--- src/rtl/tw_pkg.sv ---
package tw_pkg;

  typedef enum logic [2:0] {
    ST_RECALL,
    ST_DESEL,
    ST_SEL,
    ST_BUSY,
    ST_STANDBY
  } tw_state_e;

  // Saturating single step, on a wide type; callers narrow the result.
  function automatic logic [7:0] tw_sat_next(input logic [7:0] cur,
                                             input logic       up,
                                             input logic [7:0] top);
    if (up) return (cur >= top) ? top : cur + 8'd1;
    else    return (cur == 8'd0) ? 8'd0 : cur - 8'd1;
  endfunction

endpackage

--- src/rtl/tw_sync.sv ---
// Multi-flop synchronizer with one extra stage kept for edge detection.
module tw_sync #(
  parameter int             W       = 3,
  parameter int             STAGES  = 2,
  parameter logic [W-1:0]   RST_VAL = '0
) (
  input  logic         clk,
  input  logic         rst_n,
  input  logic [W-1:0] d,
  output logic [W-1:0] q,
  output logic [W-1:0] q_prev
);

  logic [W-1:0] stg [STAGES+1];

  always_ff @(posedge clk or negedge rst_n) begin
    if (!rst_n) begin
      for (int i = 0; i <= STAGES; i++) stg[i] <= RST_VAL;
    end else begin
      stg[0] <= d;
      for (int i = 1; i <= STAGES; i++) stg[i] <= stg[i-1];
    end
  end

  assign q      = stg[STAGES-1];
  assign q_prev = stg[STAGES];

endmodule

--- src/rtl/tw_ctrl.sv ---
// Select / store sequencer.
module tw_ctrl
  import tw_pkg::*;
#(
  parameter int STORE_CYCLES = 8
) (
  input  logic clk,
  input  logic rst_n,
  input  logic cs_s,
  input  logic cs_p,
  input  logic inc_s,
  input  logic inc_p,
  output logic recall,
  output logic step_en,
  output logic nv_we,
  output logic busy,
  output logic standby
);

  localparam int BCNT_W = (STORE_CYCLES > 1) ? $clog2(STORE_CYCLES) : 1;
  localparam logic [BCNT_W-1:0] BCNT_LOAD = BCNT_W'(STORE_CYCLES - 1);

  tw_state_e         state, nxt;
  logic [BCNT_W-1:0] bcnt;

  // named internal events
  logic cs_fall_evt, cs_rise_evt, inc_fall_evt, bcnt_zero;
  assign cs_fall_evt  = cs_p & ~cs_s;
  assign cs_rise_evt  = ~cs_p & cs_s;
  assign inc_fall_evt = inc_p & ~inc_s;
  assign bcnt_zero    = (bcnt == '0);

  always_comb begin
    nxt = state;
    case (state)
      ST_RECALL:  nxt = ST_DESEL;
      ST_DESEL:   if (cs_fall_evt) nxt = ST_SEL;
      ST_SEL:     if (cs_rise_evt) nxt = inc_s ? ST_BUSY : ST_DESEL;
      ST_BUSY:    if (bcnt_zero) nxt = ST_STANDBY;
      ST_STANDBY: if (cs_fall_evt) nxt = ST_SEL;
      default:    nxt = ST_DESEL;
    endcase
  end

  always_ff @(posedge clk or negedge rst_n) begin
    if (!rst_n) begin
      state <= ST_RECALL;
      bcnt  <= '0;
    end else begin
      state <= nxt;
      if (state == ST_SEL && nxt == ST_BUSY) bcnt <= BCNT_LOAD;
      else if (state == ST_BUSY && !bcnt_zero) bcnt <= bcnt - 1'b1;
    end
  end

  assign recall  = (state == ST_RECALL);
  assign step_en = (state == ST_SEL) && inc_fall_evt && !cs_rise_evt;
  assign nv_we   = (state == ST_BUSY) && bcnt_zero;
  assign busy    = (state == ST_BUSY);
  assign standby = (state == ST_STANDBY);

  assert_store_to_standby_R7: assert property (@(posedge clk) disable iff (!rst_n)
    nv_we |=> (standby && !busy));

  assert_standby_hold_R7: assert property (@(posedge clk) disable iff (!rst_n)
    (standby && !cs_fall_evt) |=> standby);

  assert_no_store_R6: assert property (@(posedge clk) disable iff (!rst_n)
    ((state == ST_SEL) && cs_rise_evt && !inc_s) |=> (!busy && !standby));

  assert_busy_holds_R8: assert property (@(posedge clk) disable iff (!rst_n)
    (busy && !nv_we) |=> busy);

  assert_store_start_R5: assert property (@(posedge clk) disable iff (!rst_n)
    ((state == ST_SEL) && cs_rise_evt && inc_s) |=> busy);

  assert_no_step_busy_R8: assert property (@(posedge clk) disable iff (!rst_n)
    busy |-> !step_en);

endmodule

--- src/rtl/tw_counter.sv ---
// Saturating wiper position counter with recall load.
module tw_counter
  import tw_pkg::*;
#(
  parameter int TAPS  = 32,
  parameter int POS_W = $clog2(TAPS)
) (
  input  logic             clk,
  input  logic             rst_n,
  input  logic             load,
  input  logic [POS_W-1:0] load_val,
  input  logic             step_en,
  input  logic             up,
  output logic [POS_W-1:0] pos
);

  localparam logic [POS_W-1:0] MAXP = POS_W'(TAPS - 1);

  logic [POS_W-1:0] step_val;
  assign step_val = POS_W'(tw_sat_next(8'(pos), up, 8'(TAPS - 1)));

  always_ff @(posedge clk or negedge rst_n) begin
    if (!rst_n)       pos <= '0;
    else if (load)    pos <= load_val;
    else if (step_en) pos <= step_val;
  end

  assert_recall_R1: assert property (@(posedge clk) disable iff (!rst_n)
    load |=> (pos == $past(load_val)));

  assert_sat_top_R2: assert property (@(posedge clk) disable iff (!rst_n)
    (step_en && up && pos == MAXP && !load) |=> (pos == MAXP));

  assert_sat_bottom_R2: assert property (@(posedge clk) disable iff (!rst_n)
    (step_en && !up && pos == '0 && !load) |=> (pos == '0));

  assert_hold_R3: assert property (@(posedge clk) disable iff (!rst_n)
    (!step_en && !load) |=> $stable(pos));

  assert_up_step_R4: assert property (@(posedge clk) disable iff (!rst_n)
    (step_en && up && pos != MAXP && !load) |=> (pos == $past(pos) + POS_W'(1)));

  assert_down_step_R4: assert property (@(posedge clk) disable iff (!rst_n)
    (step_en && !up && pos != '0 && !load) |=> (pos == $past(pos) - POS_W'(1)));

endmodule

--- src/rtl/tw_decoder.sv ---
// Position to one-hot tap select.
module tw_decoder #(
  parameter int TAPS  = 32,
  parameter int POS_W = $clog2(TAPS)
) (
  input  logic             clk,
  input  logic             rst_n,
  input  logic [POS_W-1:0] pos,
  output logic [TAPS-1:0]  tap_sel
);

  for (genvar t = 0; t < TAPS; t++) begin : g_tap
    assign tap_sel[t] = (pos == POS_W'(t));
  end

  assert_onehot_R9: assert property (@(posedge clk) disable iff (!rst_n)
    ($countones(tap_sel) == 1) && tap_sel[pos]);

endmodule

--- src/rtl/tw_nvcell.sv ---
// Persistent position register; cleared only by its own reset.
module tw_nvcell #(
  parameter int POS_W = 5
) (
  input  logic             clk,
  input  logic             clr_n,
  input  logic             we,
  input  logic [POS_W-1:0] d,
  output logic [POS_W-1:0] q
);

  always_ff @(posedge clk or negedge clr_n) begin
    if (!clr_n)  q <= '0;
    else if (we) q <= d;
  end

endmodule

--- src/rtl/tapwiper_ctrl.sv ---
module tapwiper_ctrl #(
  parameter int TAPS         = 32,
  parameter int STORE_CYCLES = 8,
  parameter int SYNC_STAGES  = 2,
  localparam int POS_W       = $clog2(TAPS)
) (
  input  logic             clk,
  input  logic             pwr_rst_n,
  input  logic             nv_clr_n,
  input  logic             cs_n,
  input  logic             up_dn,
  input  logic             inc_strobe,
  output logic [TAPS-1:0]  tap_sel,
  output logic [POS_W-1:0] wiper_pos,
  output logic             store_busy,
  output logic             standby
);

  // synchronized bit order: {cs_n, inc_strobe, up_dn}
  logic [2:0] sync_q, sync_p;
  logic       recall, step_en, nv_we;
  logic [POS_W-1:0] nv_q;

  tw_sync #(.W(3), .STAGES(SYNC_STAGES), .RST_VAL(3'b110)) u_sync (
    .clk    (clk),
    .rst_n  (pwr_rst_n),
    .d      ({cs_n, inc_strobe, up_dn}),
    .q      (sync_q),
    .q_prev (sync_p)
  );

  tw_ctrl #(.STORE_CYCLES(STORE_CYCLES)) u_ctrl (
    .clk     (clk),
    .rst_n   (pwr_rst_n),
    .cs_s    (sync_q[2]),
    .cs_p    (sync_p[2]),
    .inc_s   (sync_q[1]),
    .inc_p   (sync_p[1]),
    .recall  (recall),
    .step_en (step_en),
    .nv_we   (nv_we),
    .busy    (store_busy),
    .standby (standby)
  );

  tw_counter #(.TAPS(TAPS), .POS_W(POS_W)) u_cnt (
    .clk      (clk),
    .rst_n    (pwr_rst_n),
    .load     (recall),
    .load_val (nv_q),
    .step_en  (step_en),
    .up       (sync_q[0]),
    .pos      (wiper_pos)
  );

  tw_decoder #(.TAPS(TAPS), .POS_W(POS_W)) u_dec (
    .clk     (clk),
    .rst_n   (pwr_rst_n),
    .pos     (wiper_pos),
    .tap_sel (tap_sel)
  );

  tw_nvcell #(.POS_W(POS_W)) u_nv (
    .clk   (clk),
    .clr_n (nv_clr_n),
    .we    (nv_we),
    .d     (wiper_pos),
    .q     (nv_q)
  );

  assert_store_data_R5: assert property (@(posedge clk) disable iff (!pwr_rst_n || !nv_clr_n)
    nv_we |=> (nv_q == $past(wiper_pos)));

  assert_nv_quiet_R6: assert property (@(posedge clk) disable iff (!pwr_rst_n || !nv_clr_n)
    !nv_we |=> $stable(nv_q));

endmodule

--- config.mk ---
export PLATFORM = sky130hd
export DESIGN_NAME = tapwiper_ctrl
export DESIGN_NICKNAME = d
export VERILOG_FILES = /design/src/rtl/tw_pkg.sv /design/src/rtl/tw_sync.sv /design/src/rtl/tw_ctrl.sv /design/src/rtl/tw_counter.sv /design/src/rtl/tw_decoder.sv /design/src/rtl/tw_nvcell.sv /design/src/rtl/tapwiper_ctrl.sv
export SDC_FILE = /design/constraint.sdc
export NUM_CORES = 1
export LEC_CHECK = 0
export BUFFER_PORTS_ARGS = -buffer_cell sky130_fd_sc_hd__buf_2
export CAP_MARGIN = 20
export CORE_MARGIN = 4
export CORE_UTILIZATION = 45
export DETAILED_ROUTE_END_ITERATION = 8
export MAX_ROUTING_LAYER = met4
export PLACE_DENSITY = 0.71
export REMOVE_ABC_BUFFERS = 1
export SLEW_MARGIN = 20
export SYNTH_ARGS = -nofsm -noshare
export SYNTH_HDL_FRONTEND = slang
export SYNTH_HIERARCHICAL = 1
export SYNTH_SLANG_ARGS = --single-unit
--- constraint.sdc ---
create_clock -name clk -period 2.4 [get_ports clk]
set_clock_uncertainty 0.2 [all_clocks]
set_input_delay 0.24 -clock clk [delete_from_list [all_inputs] [get_ports clk]]
set_output_delay 0.24 -clock clk [all_outputs]
set_load 0.02 [all_outputs]
; ---- Word-level counts from Yosys, hierarchy flattened
; Cells that the tools add are included.
[totals]
ff_bits = 25
latchBits = 0
ramBits = 0
romBits = 0
out_inout_bits = 39
elab_cells = 78
n_memories = 0
[op_classes]
addsub = 3
mul = 0
div_mod_pow = 0
magnitude_cmp = 1
eq_ne = 36
n_shift = 0
muxes = 12
bitwise = 6
reduce_logical = 13
[ops]
columns = operator, count
row1 = "5-bit equality test, second input constant", 16
row2 = "5-bit by 4-bit equality test with 1-bit output, second input constant", 8
row3 = 5-bit two-way mux, 5
row4 = "5-bit by 3-bit equality test with 1-bit output, second input constant", 4
row5 = 3-bit two-way mux, 5
row6 = "5-bit by 2-bit equality test with 1-bit output, second input constant", 2
row7 = "3-bit by 2-bit equality test with 1-bit output, second input constant", 3
row8 = 3-bit case mux with 3 select lines, 1
row9 = 3-bit logical NOT, 2
row10 = "5-bit by 1-bit adder with 5-bit output, second input constant", 1
row11 = "5-bit by 1-bit equality test with 1-bit output, second input constant", 1
row12 = "5-bit >= comparator, second input constant", 1
row13 = 1-bit logical AND, 5
row14 = 5-bit logical NOT, 1
row15 = "5-bit by 1-bit subtractor with 5-bit output, second input constant", 1
row16 = 2-bit nonzero test, 2
row17 = 1-bit bitwise AND, 3
row18 = "3-bit by 1-bit equality test with 1-bit output, second input constant", 1
row19 = "3-bit equality test, second input constant", 1
row20 = 1-bit NOT, 3
row21 = "3-bit by 1-bit subtractor with 3-bit output, second input constant", 1
row22 = 1-bit logical NOT, 2
row23 = 2-bit two-way mux, 1
row24 = 2-bit OR reduction, 1

; ---- Depth between registers and ports, before layout
[depth]
depth_word = 7
mapped_depth = 7

; ---- By module
; Netlist, hierarchy kept.
[modules_own_cells]
columns = module, n_inst, cells_per_inst, area_each_um2, seq_area_each_um2
row1 = tw_counter, 1, 54, 466.7, 125.1
row2 = tw_ctrl, 1, 48, 431.7, 150.1
row3 = tw_sync, 1, 15, 277.8, 232.7
row4 = tw_decoder, 1, 47, 221.5, 0.0
row5 = tw_nvcell, 1, 10, 181.4, 125.1

; ---- Worst setup path before layout
; No wires, ideal clock.
[synth_path]
path_type = register -> register
startpoint = register u_sync.stg, in the netlist u_sync/q_prev[2]
endpoint = register u_cnt.pos[2]
setup_time_ns = 0.066
arrival_time_ns = 1.810
t_required_ns = 2.134
slack_ns = 0.323
path_stages_with_launch = 8
path_buffers = 1
cell_sequence = dfstp_2 buf_4 nand2b_1 nand2_1 nor4_1 nand2b_1 a31oi_1 a221o_1
[synth_between]
elab_chain_len = 5
[synth_rtl]
columns = item, line_no
row1 = "start, declared", tw_sync.sv:14  ; logic [W-1:0] stg [STAGES+1];
row2 = 1-bit NOT, tw_ctrl.sv:29  ; assign cs_rise_evt = ~cs_p & cs_s;
row3 = 1-bit bitwise AND, tw_ctrl.sv:29
row4 = 1-bit logical NOT, tw_ctrl.sv:57  ; assign step_en = (state == ST_SEL) && inc_fall_evt && !cs_rise_evt;
row5 = 1-bit logical AND, tw_ctrl.sv:57
row6 = net step_en, tapwiper_ctrl.sv:21  ; logic recall, step_en, nv_we;
row7 = 2-bit nonzero test (no source line), --
row8 = "end signal, assigned", tw_counter.sv:24  ; else if (load) pos <= load_val;
row9 = "end signal, assigned", tw_counter.sv:25  ; else if (step_en) pos <= step_val;
row10 = "end, declared", tw_counter.sv:14  ; output logic [POS_W-1:0] pos
; The timed path passes the listed nets, and every way through them passes these cells.
; A chain may end at the register's enable or synchronous reset.

; ---- Final worst setup path
[layout_path]
startpoint = register u_cnt.pos[3]
endpoint = output tap_sel[28]
[layout_between]
elab_chain_len = 1
[layout_rtl]
columns = item, line_no
row1 = 5-bit equality test, tw_decoder.sv:13  ; assign tap_sel[t] = (pos == POS_W'(t));
row2 = "end, declared", tapwiper_ctrl.sv:13  ; output logic [TAPS-1:0] tap_sel,
; Every way passes these cells.

==> flow_summary.ini <==
[run_status]
status = finished clean

[timing]
drv_slew = 0
fin_crit_ns = 2.248
worst_pin_slew_ns = 0.5749
hold_viol = 0
tns_ns = 0
setup_viol = 0
max_slew_margin_pct = 61.68
fmax_mhz = 444.9
rsz0062_at_grt = false
post-route-period-util_pct = 93.65

[pwr]
leakagePower_nw = 0.9666
p_total_mw = 2.012
ir_worst_vdd_v = 0.0004615
powerDensity_nw_per_um2 = 1070

[cts]
htreeDepth = 1
cts_root_buf = clkbuf_4
cts_inserted_buffers = 3
cts.sinks = 24
clk-insertion-delay-late_ns = 0.32
path_clk_slew_ns = 0.14
tritoncts = done
cts_buffer_depth = 2

[critical_path]
crit_type = reg2out
reg2reg_to = u_cnt/pos[1]
r2r_start = u_cnt/pos[3]
worstPathRequired_ns = 1.96
crit_fanout = 20
critPathLaunch = u_cnt/pos[3]
critPathArrivalTime_ns = 1.81
reg2regPathDepth = 5
cp-start-kind = register
rrSetupSlack_ns = 0.40
endpoint_kind = output port

[layout]
num-nets-final = 229
drive_above_1_share_pct = 36.87
area_growth_pct = 21.60
num_antenna_cells = 0

[route]
ant_nets = 0
vias_per_cell = 5.190
wirelength_um = 3326
vias = 1365
dr.pass1.iters = 4
route.detailed.drc = 0
wl_per_cell_um = 12.65
drt_iter0_markers = 69

[run]
cap_violations = 0

[floorplan]
rows = 21
die_width_um = 66.62
die_area_um2 = 4438
die_height_um = 66.62
ios = 45
design.core.area_um2 = 3337
initial_core_util_pct = 46.34

[yosys]
syn_area_per_cell_um2 = 8.991
yosys_warnings = 6
syn_area_um2 = 1546
syn-instance-count = 172

[placed_design]
portBuffers = 44
gp_congestion = 0.8398
dp_hpwl_um = 2387

[global_route]
grt.overflow.total = 0
antenna_found_initial = 0
grt_usage_pct = 15.42
grt_pass1_wl_um = 5264
first_global_vias = 1194
grt_max_degree = 21

[min_path]
hold_path.class = in2async
## final cells by class
type	instances	area (um2)
multi-input cells	128	832.0
clock inverters	1	30.03
fillers	308	1456
clock buffers	3	22.52
inverters	8	30.03
repair buffers	53	300.3
well taps	46	57.56
flip-flops and latches	24	608.1
## power by group
part	switching [mW]	internal [mW]	leakage, nW
Clock	0.128	0.169	0.0279
Sequential	0.181	0.506	0.295
Combinational	0.572	0.455	0.643
Total	0.881	1.13	0.967
## worst max-delay path by stage
stage                   end
2_1_floorplan  u_cnt/pos[2]
3_3_place_gp   u_cnt/pos[1]
3_5_place_dp   u_cnt/pos[1]
4_1_cts         tap_sel[28]
5_1_grt         tap_sel[28]
6_report        tap_sel[28]
## registers in the layout, summed over array words and instances, names as in the netlist
signal	count
u_ctrl/bcnt	3
u_sync/q_prev	2
u_nv/q	5
u_ctrl/state	3
u_sync/q	3
u_cnt/pos	5
u_sync/stg	3
## timing repair
| item | 4_1_cts | 5_1_grt |
|---|---|---|
| setup buffers | 0 | 0 |
| hold endpoints to repair | 27 | 0 |
| hold buffers | 5 | 0 |
| gates resized for setup | 0 | 0 |
## metal layers
metal / track usage [%] / part of all wire, %
met4: 5.838 / 0.87
met3: 2.024 / 8.8
met5: - / 0
met2: 26.86 / 47
met1: 18.02 / 44
## cells in the final DEF (no fill, tap or decap), types with 4 or more instances in the layout
cell type and n:
dfrtp_1 18, ha_1 5, dlygate4sd3_1 5, nor3_1 6, nand2b_1 7, a21oi_1 9, inv_1 8, o21ai_0 5
nor2_1 39, buf_2 44, buf_4 4, mux2_2 5, dfstp_2 6
## critical path: stages (launching register included)
cell	delay [ns]
dfrtp_1	0.73
or3b_4	0.47
nor2_1	0.11
buf_2	0.17
## through the flow
step	util, %	hold slack (ns)	setup slack (ns)	std cells	area (um2)
after detailed placement	53.28	-0.1376	0.4534	254	1778
after floorplan	-	-0.2556	0.3435	160	1470
after global routing	56.36	0.04660	0.08904	263	1881
final	56.36	0.02990	0.1525	263	1881
after global placement	53.28	-0.1371	0.5104	254	1778
after CTS	56.36	0.01927	0.1534	263	1881
Power figures use the tool's default switching activity.
